## src/rtl/pbus_req_pkg.sv

```systemverilog
package pbus_req_pkg;

   typedef enum logic [1:0] {
      PH_IDLE   = 2'd0,
      PH_SETUP  = 2'd1,
      PH_ACCESS = 2'd2
   } pbus_phase_e;

   localparam int unsigned PBUS_MAX_W = 1024;

endpackage

```

## src/rtl/pbus_phase_fsm.sv

```systemverilog
module pbus_phase_fsm
   import pbus_req_pkg::*;
(
   input  logic        clk,
   input  logic        rst_n,
   input  logic        req_valid,
   input  logic        pready,
   output pbus_phase_e phase,
   output logic        req_ack,
   output logic        complete
);

   pbus_phase_e phase_q;
   pbus_phase_e phase_d;

   // completion: in ACCESS psel and penable are both high by construction
   assign complete = (phase_q == PH_ACCESS) && pready;
   assign req_ack  = req_valid && ((phase_q == PH_IDLE) || complete);

   always_comb begin
      phase_d = phase_q;
      unique case (phase_q)
         PH_IDLE:   if (req_valid) phase_d = PH_SETUP;
         PH_SETUP:  phase_d = PH_ACCESS;
         PH_ACCESS: begin
            if (pready) phase_d = req_valid ? PH_SETUP : PH_IDLE;
         end
         default:   phase_d = PH_IDLE;
      endcase
   end

   always_ff @(posedge clk or negedge rst_n) begin
      if (!rst_n) phase_q <= PH_IDLE;
      else        phase_q <= phase_d;
   end

   assign phase = phase_q;

endmodule

```

## src/rtl/pbus_cmd_hold.sv

```systemverilog
module pbus_cmd_hold #(
   parameter int unsigned ADDR_W    = 32,
   parameter int unsigned DATA_W    = 32,
   parameter bit          PARK_ZERO = 1'b1
) (
   input  logic              clk,
   input  logic              rst_n,
   input  logic              load,
   input  logic              drive_en,
   input  logic              cmd_write,
   input  logic [ADDR_W-1:0] cmd_addr,
   input  logic [DATA_W-1:0] cmd_wdata,
   output logic              held_write,
   output logic              paddr_vld_write,
   output logic [ADDR_W-1:0] paddr,
   output logic [DATA_W-1:0] pwdata
);

   logic              write_q;
   logic [ADDR_W-1:0] addr_q;
   logic [DATA_W-1:0] wdata_q;

   // registers change only on acceptance, so they stay frozen for the whole access
   always_ff @(posedge clk or negedge rst_n) begin
      if (!rst_n) begin
         write_q <= 1'b0;
         addr_q  <= '0;
         wdata_q <= '0;
      end else if (load) begin
         write_q <= cmd_write;
         addr_q  <= cmd_addr;
         wdata_q <= cmd_wdata;
      end
   end

   assign held_write = write_q;

   generate
      if (PARK_ZERO) begin : g_park
         assign paddr_vld_write = drive_en & write_q;
         assign paddr           = drive_en ? addr_q  : '0;
         assign pwdata          = drive_en ? wdata_q : '0;
      end else begin : g_keep
         assign paddr_vld_write = write_q;
         assign paddr           = addr_q;
         assign pwdata          = wdata_q;
      end
   endgenerate

endmodule

```

## src/rtl/pbus_resp_capture.sv

```systemverilog
module pbus_resp_capture #(
   parameter int unsigned DATA_W = 32
) (
   input  logic              clk,
   input  logic              rst_n,
   input  logic              complete,
   input  logic              is_write,
   input  logic [DATA_W-1:0] prdata,
   input  logic              pslverr,
   output logic              done,
   output logic [DATA_W-1:0] rdata,
   output logic              err
);

   always_ff @(posedge clk or negedge rst_n) begin
      if (!rst_n) begin
         done  <= 1'b0;
         rdata <= '0;
         err   <= 1'b0;
      end else begin
         done <= complete;
         if (complete) begin
            rdata <= is_write ? '0 : prdata;
            err   <= pslverr;
         end
      end
   end

endmodule

```

## src/rtl/pbus_requester.sv

```systemverilog
module pbus_requester
   import pbus_req_pkg::*;
#(
   parameter int unsigned ADDR_W    = 32,
   parameter int unsigned DATA_W    = 32,
   parameter bit          PARK_ZERO = 1'b1
) (
   input  logic              clk,
   input  logic              rst_n,
   input  logic              req_valid,
   input  logic              req_write,
   input  logic [ADDR_W-1:0] req_addr,
   input  logic [DATA_W-1:0] req_wdata,
   output logic              req_ack,
   output logic              rsp_done,
   output logic [DATA_W-1:0] rsp_rdata,
   output logic              rsp_err,
   output logic              psel,
   output logic              penable,
   output logic [ADDR_W-1:0] paddr,
   output logic              pwrite,
   output logic [DATA_W-1:0] pwdata,
   input  logic              pready,
   input  logic [DATA_W-1:0] prdata,
   input  logic              pslverr
);

   generate
      if (ADDR_W < 1 || ADDR_W > PBUS_MAX_W) begin : g_bad_addr_w
         $error("pbus_requester: ADDR_W out of range");
      end
      if (DATA_W < 1 || DATA_W > PBUS_MAX_W) begin : g_bad_data_w
         $error("pbus_requester: DATA_W out of range");
      end
   endgenerate

   pbus_phase_e phase;
   logic        complete;
   logic        held_write;
   logic        bus_active;

   pbus_phase_fsm u_fsm (
      .clk       (clk),
      .rst_n     (rst_n),
      .req_valid (req_valid),
      .pready    (pready),
      .phase     (phase),
      .req_ack   (req_ack),
      .complete  (complete)
   );

   assign bus_active = (phase != PH_IDLE);
   assign psel       = bus_active;
   assign penable    = (phase == PH_ACCESS);

   pbus_cmd_hold #(
      .ADDR_W    (ADDR_W),
      .DATA_W    (DATA_W),
      .PARK_ZERO (PARK_ZERO)
   ) u_hold (
      .clk             (clk),
      .rst_n           (rst_n),
      .load            (req_ack),
      .drive_en        (bus_active),
      .cmd_write       (req_write),
      .cmd_addr        (req_addr),
      .cmd_wdata       (req_wdata),
      .held_write      (held_write),
      .paddr_vld_write (pwrite),
      .paddr           (paddr),
      .pwdata          (pwdata)
   );

   pbus_resp_capture #(
      .DATA_W (DATA_W)
   ) u_resp (
      .clk      (clk),
      .rst_n    (rst_n),
      .complete (complete),
      .is_write (held_write),
      .prdata   (prdata),
      .pslverr  (pslverr),
      .done     (rsp_done),
      .rdata    (rsp_rdata),
      .err      (rsp_err)
   );

endmodule

```

## config.mk

```make
export PLATFORM = sky130hd
export DESIGN_NAME = pbus_requester
export DESIGN_NICKNAME = d
export VERILOG_FILES = /design/src/rtl/pbus_req_pkg.sv /design/src/rtl/pbus_phase_fsm.sv /design/src/rtl/pbus_cmd_hold.sv /design/src/rtl/pbus_resp_capture.sv /design/src/rtl/pbus_requester.sv
export SDC_FILE = /design/constraint.sdc
export NUM_CORES = 1
export LEC_CHECK = 0
export ABC_AREA = 1
export BUFFER_PORTS_ARGS = -buffer_cell sky130_fd_sc_hd__buf_2
export CAP_MARGIN = 0
export CORE_MARGIN = 10
export CORE_UTILIZATION = 51
export DETAILED_ROUTE_END_ITERATION = 10
export GPL_ROUTABILITY_DRIVEN = 0
export PLACE_DENSITY = 0.81
export RECOVER_POWER = 25
export SYNTH_ARGS = -nofsm -noshare
export SYNTH_HDL_FRONTEND = slang
export SYNTH_SLANG_ARGS = --single-unit
```

## constraint.sdc

```tcl
create_clock -name clk -period 2.9 [get_ports clk]
set_clock_uncertainty 0.1 [all_clocks]
set_input_delay 0.145 -clock clk [delete_from_list [all_inputs] [get_ports clk]]
set_output_delay 0.145 -clock clk [all_outputs]
set_load 0.05 [all_outputs]
```

==> results by stage <==
Run status:
- The run finished, with violations left.
- The final reports fail on max-capacitance violations, max-slew violations.

Critical path:
- The required time reported for the critical path endpoint is 3.01 ns.
- The worst setup path is captured at a flip-flop.
- The setup path with the least slack is of type reg2reg.
- The peak fanout along the critical path is 67.
- For the worst flop-to-flop path, the logic depth is 3.
- Data arrives at the worst endpoint at 2.33 ns.
- The worst setup path is launched from a flip-flop.

Clock network:
- The H-tree was split into 3 levels.
- Clock-pin slew was measured on the worst setup and hold paths at 0.09 ns.
- In this run, post-CTS repair resized a total of 0 instances.
- The root buffer cell is sky130_fd_sc_hd__clkbuf_8.
- Clock latency on the worst-skew pair, taken at its later pin, is ~0.34 ns.
- Counting every sink on the clock net gives 101.
- TritonCTS built the clock tree.
- The count of buffers added by post-CTS timing repair for setup is 0.
- The maximum number of buffers from clock root to sink is 2.
- The number of buffers added by the clock tree synthesis step is 9.

Route:
- In the routed layout, each cell is associated on average with a via count of 5.03.
- The vias after detailed routing is 4912.
- For this run, design rule violations remaining after detail routing come to 0.
- The final antenna-violating net count is 0.
- For this block, the routed nets add up to 15800 microns of wire.
- The count of routing violations after the opening detailed-route iteration is 492.
- The first detailed-routing pass ran for 5 iterations.
- In the final routed layout, each cell accounts on average for 16.2 microns.

Timing:
- In the finished design, the share of the clock period the worst path needs comes to 0.767.
- The transition time of the tightest slew-check pin is between 1.5 and 2 ns.
- The relative max-transition margin is -0.0318.
- Counting I/O delays and the setup requirement, the final critical path takes 2.22 ns.
- Setup violations remaining at the end of the flow were counted as 0.
- The number of hold violations in the final report is 0.
- The final-report max-slew violation count is 64.
- Setup repair after global routing left no endpoint under its margin.
- After routing, the total negative slack on setup checks comes to 0 ns.
- Timing would allow up to 450 MHz.

Placed design:
- The cell area after placement is 0.00555 sq mm.
- The sum of net half-perimeters after detailed placement is 9500 microns.
- The number of port buffers is 203.
- The cell total after placement is 861.

Run:
- The max capacitance violation total is 1.

Pwr:
- The power density normalized to cell area is roughly 900 mW/mm^2.
- The highest ir drop seen on vdd is between 0.0004 and 0.0005 V.
- The leakage power is 3.87 nW.

Worst hold path:
- In this run the worst hold path is classified as in2reg.
- The number of cells traversed by the worst hold path is 4.

Global routing:
- Entering global routing, the biggest net connects 68 pins.
- The first global-routing pass estimated 25400 microns of wire.
- The initial antenna violation count came to 2.
- The global-route congestion overflow total is 0.
- The overall global routing resource usage is 0.234.
- The via count of the first global-routing pass is 5153.

Synth:
- Summed over all instances, the cell type with the most area after synthesis is sky130_fd_sc_hd__dfrtp_1.
- The sequential-to-total area share from yosys stat is 0.550.
- Counting every net in the synthesized netlist gives between 600 and 700.
- By area the synthesized netlist is led by sky130_fd_sc_hd__dfrtp_1 (55%), sky130_fd_sc_hd__nand2_1 (16%), sky130_fd_sc_hd__nand3_1 (7.1%).
- The prevailing post-synth register cell is sky130_fd_sc_hd__dfrtp_1.
- After synthesis, the share of flip-flops with an asynchronous set or reset is 1.00.
- In this run the mean area of a mapped cell was 7.94 sq um.
- In this run, distinct cell masters in the synthesized netlist total 18.
- Yosys mapped a number of flops with a built-in enable equal to 0.
- The count of yosys warnings during synthesis is 0.
- By count the netlist is led by sky130_fd_sc_hd__nand2_1 (196), sky130_fd_sc_hd__dfrtp_1 (101), sky130_fd_sc_hd__inv_1 (73).
- The area of the mapped netlist is 0.00460 sq mm.
- Of the post-synthesis cell area, the dominant cell type holds 0.550.
- The number of synthesized register bits is 101.
- The number of instances in the synthesized netlist is 579.
- Among all cell types in the netlist, the one instantiated most often is sky130_fd_sc_hd__nand2_1.

Finish:
- Counting the fill cells in the layout gives 596.
- The post-layout instance count excluding filler cells is about 980.
- The summed area of non-filler cells in the final layout is approximately 0.0067 sq mm.
- The area used by sequential logic in the layout is 0.00253 sq mm.
- Relative to the synthesized area, the layout overhead comes to 46.3%.
- In the final layout, the multi-input gates occupy ~0.0015 sq mm.
- The final layout contains approximately 970 nets.
- In the final layout, the share of cells above drive strength 1 is 0.252.

Floorplan:
- The I/O pin count is roughly 200.
- The initial utilization of the core area, before any placement, comes to 0.525.
- The vertical extent of the die is 115 microns.
- The die covers 0.0132 sq mm.
- The die width is 115 microns.
- The site row count is 34.
- The area of the core is 0.00876 sq mm.
cells by family (layout without fill, tap and decap cells):
kind of cell	count (synthesis)	count (layout)	synth area share
AND/OR/NAND/NOR	332	332	0.293
other	0	2	0
buffers and inverters	112	399	0.121
flip-flops	101	101	0.550
AO/OA/AOI/OAI	34	34	0.0370
worst max-delay path, cell delays in order (launching register included):
cell	delay (ns)
sky130_fd_sc_hd__dfrtp_1	0.47
sky130_fd_sc_hd__inv_2	0.09
sky130_fd_sc_hd__nand3_2	0.80
sky130_fd_sc_hd__o21ai_0	0.62
routing by layer:
metal / GRT usage / routed length [microns]
met5: 0 / 0
met4: 0.0941 / 396
met3: 0.0786 / 1650
met2: 0.397 / 7800
met1: 0.265 / 5920
repair_timing:
| item | in CTS | in global routing |
|---|---|---|
| hold buffers | 99 | 0 |
| hold endpoints to repair | 159 | 0 |
| endpoints found under the setup margin | 0 | 0 |
placed cells by master (no fill, tap or decap):
| master | count |
|---|---|
| sky130_fd_sc_hd__nand2_1 | 196 |
| sky130_fd_sc_hd__buf_2 | 188 |
| sky130_fd_sc_hd__dfrtp_1 | 101 |
| sky130_fd_sc_hd__dlygate4sd3_1 | 99 |
| sky130_fd_sc_hd__inv_1 | 73 |
| sky130_fd_sc_hd__nor2_1 | 66 |
| sky130_fd_sc_hd__nand3_1 | 65 |
| sky130_fd_sc_hd__o21ai_0 | 27 |
| sky130_fd_sc_hd__clkbuf_1 | 14 |
| sky130_fd_sc_hd__clkbuf_8 | 9 |
| sky130_fd_sc_hd__buf_4 | 9 |
| sky130_fd_sc_hd__o21ai_1 | 7 |
| sky130_fd_sc_hd__diode_2 | 2 |
| sky130_fd_sc_hd__nor2_4 | 2 |
| sky130_fd_sc_hd__nand2_2 | 2 |
| sky130_fd_sc_hd__clkinv_2 | 2 |
| sky130_fd_sc_hd__bufinv_16 | 2 |
| sky130_fd_sc_hd__inv_2 | 1 |
| sky130_fd_sc_hd__nand3_2 | 1 |
| sky130_fd_sc_hd__clkinvlp_4 | 1 |
| sky130_fd_sc_hd__clkbuf_2 | 1 |
final timing paths:
check / slack (ns) / startpoint / endpoint
max: 0.68 / u_fsm.phase[0] / u_resp.rdata[29]
min in group asynchronous: 0.66 / rst_n / u_resp.rdata[3]
max reg2reg: 0.68 / u_fsm.phase[0] / u_resp.rdata[29]
max in group asynchronous: 0.99 / rst_n / u_hold.addr_q[4]
min reg2reg: 0.38 / u_hold.addr_q[26] / u_hold.addr_q[26]
min: 0.04 / pready / u_fsm.phase[1]
final cells by class:
| cell class | count | share of cell area |
|---|---|---|
| Inverter | 74 | 0.0413 |
| Timing Repair Buffer | 311 | 0.306 |
| Multi-Input combinational cell | 366 | 0.227 |
| Antenna cell | 2 | 0.000744 |
| Clock inverter | 5 | 0.0115 |
| Tap cell | 108 | 0.0201 |
| Sequential cell | 101 | 0.376 |
| Clock buffer | 9 | 0.0184 |
sequential cells by signal (all words and copies together), names as in the netlist:
name / flops
u_fsm.phase: 2
u_resp.rdata: 32
u_hold.held_write: 1
u_resp.err: 1
u_resp.done: 1
u_hold.wdata_q: 32
u_hold.addr_q: 32
per-stage QoR:
stage	setup slack, ns	power, mW	utilization	hold WS, ns
after global routing	0.383	6.41	0.768	0.0844
after floorplan	1.20	4.32	-	-0.251
after detailed placement	0.808	5.03	0.633	0.186
after CTS	0.706	6.07	0.769	0.0314
after global placement	0.955	4.97	0.633	0.173
final	0.676	6.06	0.768	0.0421
power by group:
group | switching, mW | leakage (nW) | internal, mW
Sequential | 0.257 | 1.27 | 1.84
Clock | 0.457 | 0.101 | 0.474
Combinational | 2.35 | 2.50 | 0.687
Total | 3.07 | 3.87 | 3.00
Note: power is estimated with default switching activity, not from simulation.
